## src/rtl/ca_code_pkg.sv

```systemverilog
`timescale 1ns/1ps
package ca_code_pkg;

    localparam int CA_REG_W    = 10;
    localparam int CA_CODE_LEN = 1023;
    localparam int CA_MAX_SV   = 24;

    // stage n of a register lives in bit n-1
    localparam logic [CA_REG_W-1:0] G1_FB_MASK = 10'b10_0000_0100; // stages 3,10
    localparam logic [CA_REG_W-1:0] G2_FB_MASK = 10'b11_1010_0110; // stages 2,3,6,8,9,10

    typedef enum logic [1:0] {
        PH_FIRST = 2'd0,
        PH_MID   = 2'd1,
        PH_LAST  = 2'd2
    } ca_phase_e;

    // returns first_stage*16 + second_stage for satellite index sv (0-based)
    function automatic int ca_tap_pair(input int sv);
        int r;
        case (sv)
            0:  r = 2*16 + 6;
            1:  r = 3*16 + 7;
            2:  r = 4*16 + 8;
            3:  r = 5*16 + 9;
            4:  r = 1*16 + 9;
            5:  r = 2*16 + 10;
            6:  r = 1*16 + 8;
            7:  r = 2*16 + 9;
            8:  r = 3*16 + 10;
            9:  r = 2*16 + 3;
            10: r = 3*16 + 4;
            11: r = 5*16 + 6;
            12: r = 6*16 + 7;
            13: r = 7*16 + 8;
            14: r = 8*16 + 9;
            15: r = 9*16 + 10;
            16: r = 1*16 + 4;
            17: r = 2*16 + 5;
            18: r = 3*16 + 6;
            19: r = 4*16 + 7;
            20: r = 5*16 + 8;
            21: r = 6*16 + 9;
            22: r = 1*16 + 3;
            default: r = 4*16 + 6;
        endcase
        return r;
    endfunction

endpackage

```

## src/rtl/ca_lfsr.sv

```systemverilog
`timescale 1ns/1ps
module ca_lfsr #(
    parameter int                REG_W   = 10,
    parameter logic [REG_W-1:0]  FB_MASK = '1
) (
    input  logic             clk,
    input  logic             rst,
    input  logic             step,
    input  logic             reload,
    output logic [REG_W-1:0] state_q
);

    logic feedback;

    always_comb begin
        feedback = ^(state_q & FB_MASK);
    end

    always_ff @(posedge clk) begin
        if (rst || reload) begin
            state_q <= '1;
        end else if (step) begin
            state_q <= {state_q[REG_W-2:0], feedback};
        end
    end

endmodule

```

## src/rtl/ca_phase_seq.sv

```systemverilog
`timescale 1ns/1ps
module ca_phase_seq
    import ca_code_pkg::*;
#(
    parameter int CODE_LEN = 1023,
    localparam int CNT_W   = $clog2(CODE_LEN)
) (
    input  logic      clk,
    input  logic      rst,
    input  logic      chip_en,
    output ca_phase_e phase,
    output logic      reload,
    output logic      at_first
);

    localparam logic [CNT_W-1:0] MID_END = CNT_W'(CODE_LEN - 2);

    ca_phase_e        state_q, state_d;
    logic [CNT_W-1:0] cnt_q, cnt_d;

    // next-state logic
    always_comb begin
        state_d = state_q;
        cnt_d   = cnt_q;
        if (chip_en) begin
            unique case (state_q)
                PH_FIRST: begin
                    state_d = PH_MID;
                    cnt_d   = CNT_W'(1);
                end
                PH_MID: begin
                    cnt_d = cnt_q + CNT_W'(1);
                    if (cnt_q == MID_END) begin
                        state_d = PH_LAST;
                    end
                end
                PH_LAST: begin
                    state_d = PH_FIRST;
                    cnt_d   = '0;
                end
                default: begin
                    state_d = PH_FIRST;
                    cnt_d   = '0;
                end
            endcase
        end
    end

    // state register
    always_ff @(posedge clk) begin
        if (rst) begin
            state_q <= PH_FIRST;
            cnt_q   <= '0;
        end else begin
            state_q <= state_d;
            cnt_q   <= cnt_d;
        end
    end

    // outputs
    always_comb begin
        phase    = state_q;
        reload   = chip_en && (state_q == PH_LAST);
        at_first = (state_q == PH_FIRST);
    end

endmodule

```

## src/rtl/ca_tap_combine.sv

```systemverilog
`timescale 1ns/1ps
module ca_tap_combine
    import ca_code_pkg::*;
#(
    parameter int NUM_SV = 24,
    parameter int REG_W  = 10
) (
    input  logic              g1_out,
    input  logic [REG_W-1:0]  g2_state,
    output logic [NUM_SV-1:0] chips
);

    for (genvar sv = 0; sv < NUM_SV; sv++) begin : g_sv
        localparam int PAIR  = ca_tap_pair(sv);
        localparam int TAP_A = PAIR / 16 - 1;
        localparam int TAP_B = PAIR % 16 - 1;
        assign chips[sv] = g1_out ^ g2_state[TAP_A] ^ g2_state[TAP_B];
    end

endmodule

```

## src/rtl/ca_code_bank.sv

```systemverilog
`timescale 1ns/1ps
module ca_code_bank
    import ca_code_pkg::*;
#(
    parameter int NUM_SV   = 24,
    parameter int CODE_LEN = CA_CODE_LEN,
    parameter int REG_W    = CA_REG_W
) (
    input  logic              clk,
    input  logic              rst,
    input  logic              chip_en,
    output logic [NUM_SV-1:0] chips,
    output logic              epoch
);

    ca_phase_e        phase;
    logic             reload;
    logic             at_first;
    logic [REG_W-1:0] g1_q;
    logic [REG_W-1:0] g2_q;

    ca_phase_seq #(.CODE_LEN(CODE_LEN)) u_seq (
        .clk      (clk),
        .rst      (rst),
        .chip_en  (chip_en),
        .phase    (phase),
        .reload   (reload),
        .at_first (at_first)
    );

    ca_lfsr #(.REG_W(REG_W), .FB_MASK(G1_FB_MASK)) u_g1 (
        .clk     (clk),
        .rst     (rst),
        .step    (chip_en),
        .reload  (reload),
        .state_q (g1_q)
    );

    ca_lfsr #(.REG_W(REG_W), .FB_MASK(G2_FB_MASK)) u_g2 (
        .clk     (clk),
        .rst     (rst),
        .step    (chip_en),
        .reload  (reload),
        .state_q (g2_q)
    );

    ca_tap_combine #(.NUM_SV(NUM_SV), .REG_W(REG_W)) u_comb (
        .g1_out   (g1_q[REG_W-1]),
        .g2_state (g2_q),
        .chips    (chips)
    );

    assign epoch = at_first;

endmodule

```

## config.mk

```make
export PLATFORM = sky130hd
export DESIGN_NAME = ca_code_bank
export DESIGN_NICKNAME = d
export VERILOG_FILES = /design/src/rtl/ca_code_pkg.sv /design/src/rtl/ca_lfsr.sv /design/src/rtl/ca_phase_seq.sv /design/src/rtl/ca_tap_combine.sv /design/src/rtl/ca_code_bank.sv
export SDC_FILE = /design/constraint.sdc
export NUM_CORES = 1
export LEC_CHECK = 0
export BUFFER_PORTS_ARGS = -buffer_cell sky130_fd_sc_hd__clkbuf_2
export CELL_PAD_IN_SITES_DETAIL_PLACEMENT = 1
export CELL_PAD_IN_SITES_GLOBAL_PLACEMENT = 2
export CORE_MARGIN = 5
export CORE_UTILIZATION = 34
export DETAILED_ROUTE_END_ITERATION = 12
export GPL_TIMING_DRIVEN = 0
export PLACE_DENSITY_LB_ADDON = 0.12
export SETUP_SLACK_MARGIN = 0.1
export SYNTH_ARGS = -nofsm -noshare
export SYNTH_HDL_FRONTEND = slang
export SYNTH_SLANG_ARGS = --single-unit
```

## constraint.sdc

```tcl
create_clock -name clk -period 1.7 [get_ports clk]
set_input_delay 0.17 -clock clk [delete_from_list [all_inputs] [get_ports clk]]
set_output_delay 0.17 -clock clk [all_outputs]
set_load 0.01 [all_outputs]
```

Word level (Yosys, flattened, before mapping)
Cells that the tools add are included.
Storage, ports and cells
  logic and storage cells: 51
  flip-flop bits (word level): 32
  input bits: 3
  output and inout bits: 25
Cells by class
  muxes and demuxes: 3
  bitwise gates (word level): 33
  equal/unequal tests: 4
  reductions and logical operators: 6
  $add $sub $neg: 1
Operators with widths (count)
  XOR 1 bit: 33
  case mux 10 bit (2 select lines): 1
  parity 10 bit: 2
  adder 10 x 1 -> 10 bit, second input constant: 1
  == test 10 bit, second input constant: 1
  case mux 2 bit (2 select lines): 1
  == test 2 x 1 -> 1 bit, second input constant: 1
  == test 2 bit, second input constant: 1
  zero test 2 bit: 1
  two-way mux 2 bit: 1
  != test 2 x 1 -> 1 bit, second input constant: 1
  AND reduction 2 bit: 1
  logical AND 1 bit: 1
  logical OR 1 bit: 1

Longest topological paths before layout
  depth in word-level cells: 3
  gate-level depth with buffers: 6

Hierarchy
From an unflattened synthesis, not the netlist that was laid out.
Second synthesis, totals
  cell total of the unflattened synthesis: 165
  area, all modules: 1985.7 um^2
Modules (own cells, without submodules)
  ca_tap_combine: seq. area each 0.0 um^2, instances 1, cells an instance 30, area an instance 626.9 um^2
  ca_phase_seq: seq. area each 240.2 um^2, instances 1, cells an instance 66, area an instance 585.6 um^2
  ca_lfsr at u_g2: seq. area each 200.2 um^2, instances 1, cells an instance 36, area an instance 405.4 um^2
  ca_lfsr at u_g1: seq. area each 200.2 um^2, instances 1, cells an instance 33, area an instance 367.9 um^2

Worst setup path after synthesis
OpenSTA, ideal clock, no wires.
  path kind: flip-flop to flip-flop
  start: register u_g2.state_q[1]
  end: register u_g2.state_q[0]
  path slack: 0.477 ns
  data arrival time: 1.094 ns
  path buffers: 1
  setup time: 0.129 ns
  cell stages (with the launch flop): 6
  required time: 1.571 ns
  period minus slack after synthesis: 1.223 ns
  cell sequence: dfxtp_1 > buf_6 > xnor2_1 > xnor3_1 > mux2i_1 > nand2_1
Between the ends
  cells in the longest elaborated chain, start to end: 1
Ends and longest elaborated chain
  from (decl): RTL line ca_lfsr.sv:10  | output logic [REG_W-1:0] state_q
  from (signal assigned): RTL line ca_lfsr.sv:23  | state_q <= {state_q[REG_W-2:0], feedback};
  parity 10 bit: RTL line ca_lfsr.sv:16  | feedback = ^(state_q & FB_MASK);
Every way passes these cells.
A chain may end at the register's enable or synchronous reset.

Worst setup path after layout
  start: register u_g1.state_q[9]
  end: output chips[3]
Between the ends
  cells in the longest elaborated chain, start to end: 2
Ends and longest elaborated chain
  from (decl): RTL line ca_lfsr.sv:10
  from (signal assigned): RTL line ca_lfsr.sv:23
  XOR 1 bit (2 in a row): RTL line ca_tap_combine.sv:17  | assign chips[sv] = g1_out ^ g2_state[TAP_A] ^ g2_state[TAP_B];
  to (decl): RTL line ca_code_bank.sv:12  | output logic [NUM_SV-1:0] chips,
Every way passes these cells.

==> Implementation_results.wiki <==
{| class="wikitable"
! Metric !! Value
|-
| Vias in the first global route || 1,452
|-
| Worst path depth || 5
|-
| FF-to-FF path depth || 5
|-
| Worst path max stage delay || 0.36 ns
|-
| TritonCTS buffer count || 5
|-
| WP data arrival || 1.39 ns
|-
| Leakage power of the design || 0.9040 nW
|-
| Max layer used || met4
|-
| Worst Clk Skew || 0.003481 ns
|-
| Post-Syn Nets || 180
|-
| Number of clock sinks || 32
|-
| Total power divided by cell area || 714.6 nW/um^2
|-
| WL final || 3.834 mm
|-
| Switching Power || 390.0 uW
|-
| Vert. Die Dim || 80.07 um
|-
| Combinational power share || 10.9%
|-
| Detailed-routed wire length on met2 || 2.151 mm
|-
| Most common cell after layout, fill and taps aside || dfxtp_1
|-
| Slowest stage cell on the critical path || dfxtp_4
|-
| Cell chain of the critical path || buf_12, xnor2_4, buf_4, xnor2_1, buf_2
|-
| Number of top-level pins || 28
|-
| Port bufs || 27
|-
| Routed metal-1 wire length || 1.536 mm
|-
| ANT cells || 0
|-
| Synthesis Warnings || 0
|-
| Worst Setup End Kind || primary output
|-
| Final-report setup violation count || 0
|-
| Utilization after layout || 45.66%
|-
| Initial DRT Pass Iterations || 2
|-
| Post-layout min period || 1.564 ns
|-
| Routability congestion estimate from global placement || 0.7382
|-
| First-pass GRT wire length || 6.789 mm
|-
| Number of pins exceeding their max-slew limit in the final report || 0
|-
| Met3 layer wire length in the routed design || 93 um
|-
| DIE AREA || 6410 sq um
|-
| Worst Setup Path Type || flop to primary output
|-
| Kind of cell adding the most delay to the critical path || buffers and inverters
|-
| Avg WL per Cell || 13.69 um
|-
| Post-synthesis sequential element count || 32
|-
| Worst vdd ir || 0.3221 mV
|-
| Fraction of the cycle the final worst path needs || 92.01%
|-
| Maximum clock insertion buffer count || 2
|-
| Synthesized instance count || 175
|-
| Internal || 1.161 mW
|-
| Core Area || 4755 sq um
|-
| Antenna violations before repair || 0
|-
| Tightest Hold Check Type || primary input to flop
|-
| Worst-skew pair later-pin latency || 0.28 ns
|-
| DP Wirelength || 2.818 mm
|-
| Residual DRC count || 0
|-
| Count of buffer and inverter cells on the critical path || 3
|-
| Grt total ovfl || 0
|-
| Detailed-route via count || 1,278
|-
| Largest net degree at the start of global routing || 11
|-
| Number of standard-cell rows in the floorplan || 25
|-
| Total of max-cap violations || 0
|-
| Fmax || 639.3 MHz
|-
| Required arrival time at the worst endpoint || 1.53 ns
|-
| Result of the run || finished, final reports clean
|-
| Nature of the critical path startpoint || flop
|-
| Number of hold violations in the final report || 0
|-
| Initial detailed-routing violation count || 8
|-
| Clock tree from TritonCTS || built
|-
| TNS Setup || 0 ns
|-
| Slew HR || 67.34%
|-
| Worst Hold Depth || 2
|-
| Switching portion of total power || 25.14%
|-
| Biggest fanout along the worst timing path || 5
|-
| Post-Place Cells || 269
|-
| RSZ-0062 raised after global routing || true
|-
| Horizontal extent of the die || 80.07 um
|-
| Area of the mapped netlist || 1669 sq um
|-
| Number of H-tree branching levels || 2
|-
| Number of vias per cell after detailed routing || 4.564
|-
| Mean post-synth cell area || 9.538 sq um
|-
| Commonest non-fill, non-tap cells in the layout || dfxtp_1 (31), xnor2_1 (25), nand2_1 (25), clkbuf_2 (23), mux2i_1 (20)
|-
| Final layout net count || 217
|-
| Sequential-to-total area share from yosys stat || 38.38%
|-
| Clock network fraction of design power || 39.2%
|-
| Number of unique standard cell types used by synthesis || 26
|-
| Fraction of layout cells with a size suffix above 1 || 30.52%
|-
| Tightest Pin Transition || 0.4900 ns
|-
| Layout area overhead || 30.06%
|-
| Clock slew seen by the registers of the worst setup and hold paths || 0.07 ns
|-
| Root buffer selected by CTS || clkbuf_8
|-
| Post-DRT Antenna Nets || 0
|-
| Initial Utilization || 35.11%
|-
| Final std cells w/o fill || 280
|-
| Fraction of power consumed by sequential logic || 49.9%
|-
| Global-route total usage across every layer || 13.72%
|}
-- state kept, by name, summed over array words and instances (netlist names) --
signal	flops
u_g1.state_q	10
u_g2.state_q	10
u_seq.cnt_q	10
u_seq.phase	2
-- per-stage QoR --
step,worst slack (ns),instance area (sq um),power [mW],hold slack (ns)
2_1_floorplan,0.4768,1669,0.9026,0.2424
3_3_place_gp,0.3167,1888,0.9496,0.3776
3_5_place_dp,0.2390,1888,0.9554,0.3879
4_1_cts,0.1138,2067,1.584,0.07523
5_1_grt,0.07940,2171,1.640,0.08522
6_report,0.1359,2171,1.551,0.09136
-- cell usage after synthesis (all sizes together) --
cell type | n | area, sq um
nor3 | 1 | 5.000
dfxtp | 32 | 640.6
clkbuf | 6 | 22.52
inv | 3 | 11.26
nand4 | 5 | 31.28
xnor2 | 38 | 362.9
buf | 10 | 70.06
a211oi | 2 | 15.01
nand3 | 2 | 15.01
nand2 | 25 | 93.84
xnor3 | 1 | 22.52
o21ai | 3 | 15.01
and3 | 1 | 6.260
mux2i | 20 | 200.2
nand2b | 1 | 6.260
ha | 2 | 25.02
nor4 | 2 | 18.77
a21oi | 1 | 5.000
xor2 | 5 | 43.79
a31oi | 1 | 6.260
nor2 | 14 | 52.55
-- final timing paths --
path	from	end	slack (ns)
worst max-delay path	u_g1.state_q[9]	chips[3]	0.14
worst min-delay path	rst	u_seq.cnt_q[0]	0.09
worst max register to register	u_seq.cnt_q[0]	u_seq.cnt_q[8]	0.33
worst min register to register	u_g1.state_q[5]	u_g1.state_q[5]	0.47
-- cell type report --
cell class | instances | area, sq um
Timing Repair Buffer | 30 | 178.9
Fill cell | 574 | 2584
Sequential cell | 32 | 644.4
Tap cell | 67 | 83.83
Clock buffer | 6 | 82.58
Multi-Input combinational cell | 124 | 1049
Clock inverter | 2 | 10.01
Buffer | 16 | 111.4
Inverter | 3 | 11.26
-- power groups by stage --
stage	Sequential (mW)	Combinational, mW	Clock [mW]
after global routing	0.777	0.186	0.677
after global placement	0.792	0.157	0
after detailed placement	0.793	0.162	0
final	0.774	0.168	0.608
after floorplan	0.789	0.113	0
after CTS	0.776	0.167	0.641
-- layer usage --
layer	up-vias	track usage, %
met5	-	0
met4	0	5.912
met3	8	3.251
met2	14	26.16
met1	618	14.02
li1	638	-
-- cells by family (layout without fill, tap and decap cells) --
kind of cell / Yosys count / after routing / synth area share, %
buffers and inverters: 19 / 57 / 6.221
and+or+nand+nor: 51 / 51 / 13.72
adders and majority gates: 2 / 2 / 1.499
xor gates and xnor gates: 44 / 44 / 25.71
AOI/OAI and AO/OA: 7 / 7 / 2.473
DFF: 32 / 32 / 38.38
muxes: 20 / 20 / 11.99
-- timing repair --
action,in CTS,in global routing
endpoints found under the setup margin,24,15
cloned,0,1
pin swaps,0,2
buffers inserted,0,2
hold buffers,0,0
resized for setup,11,17
Power figures use the tool's default switching activity.
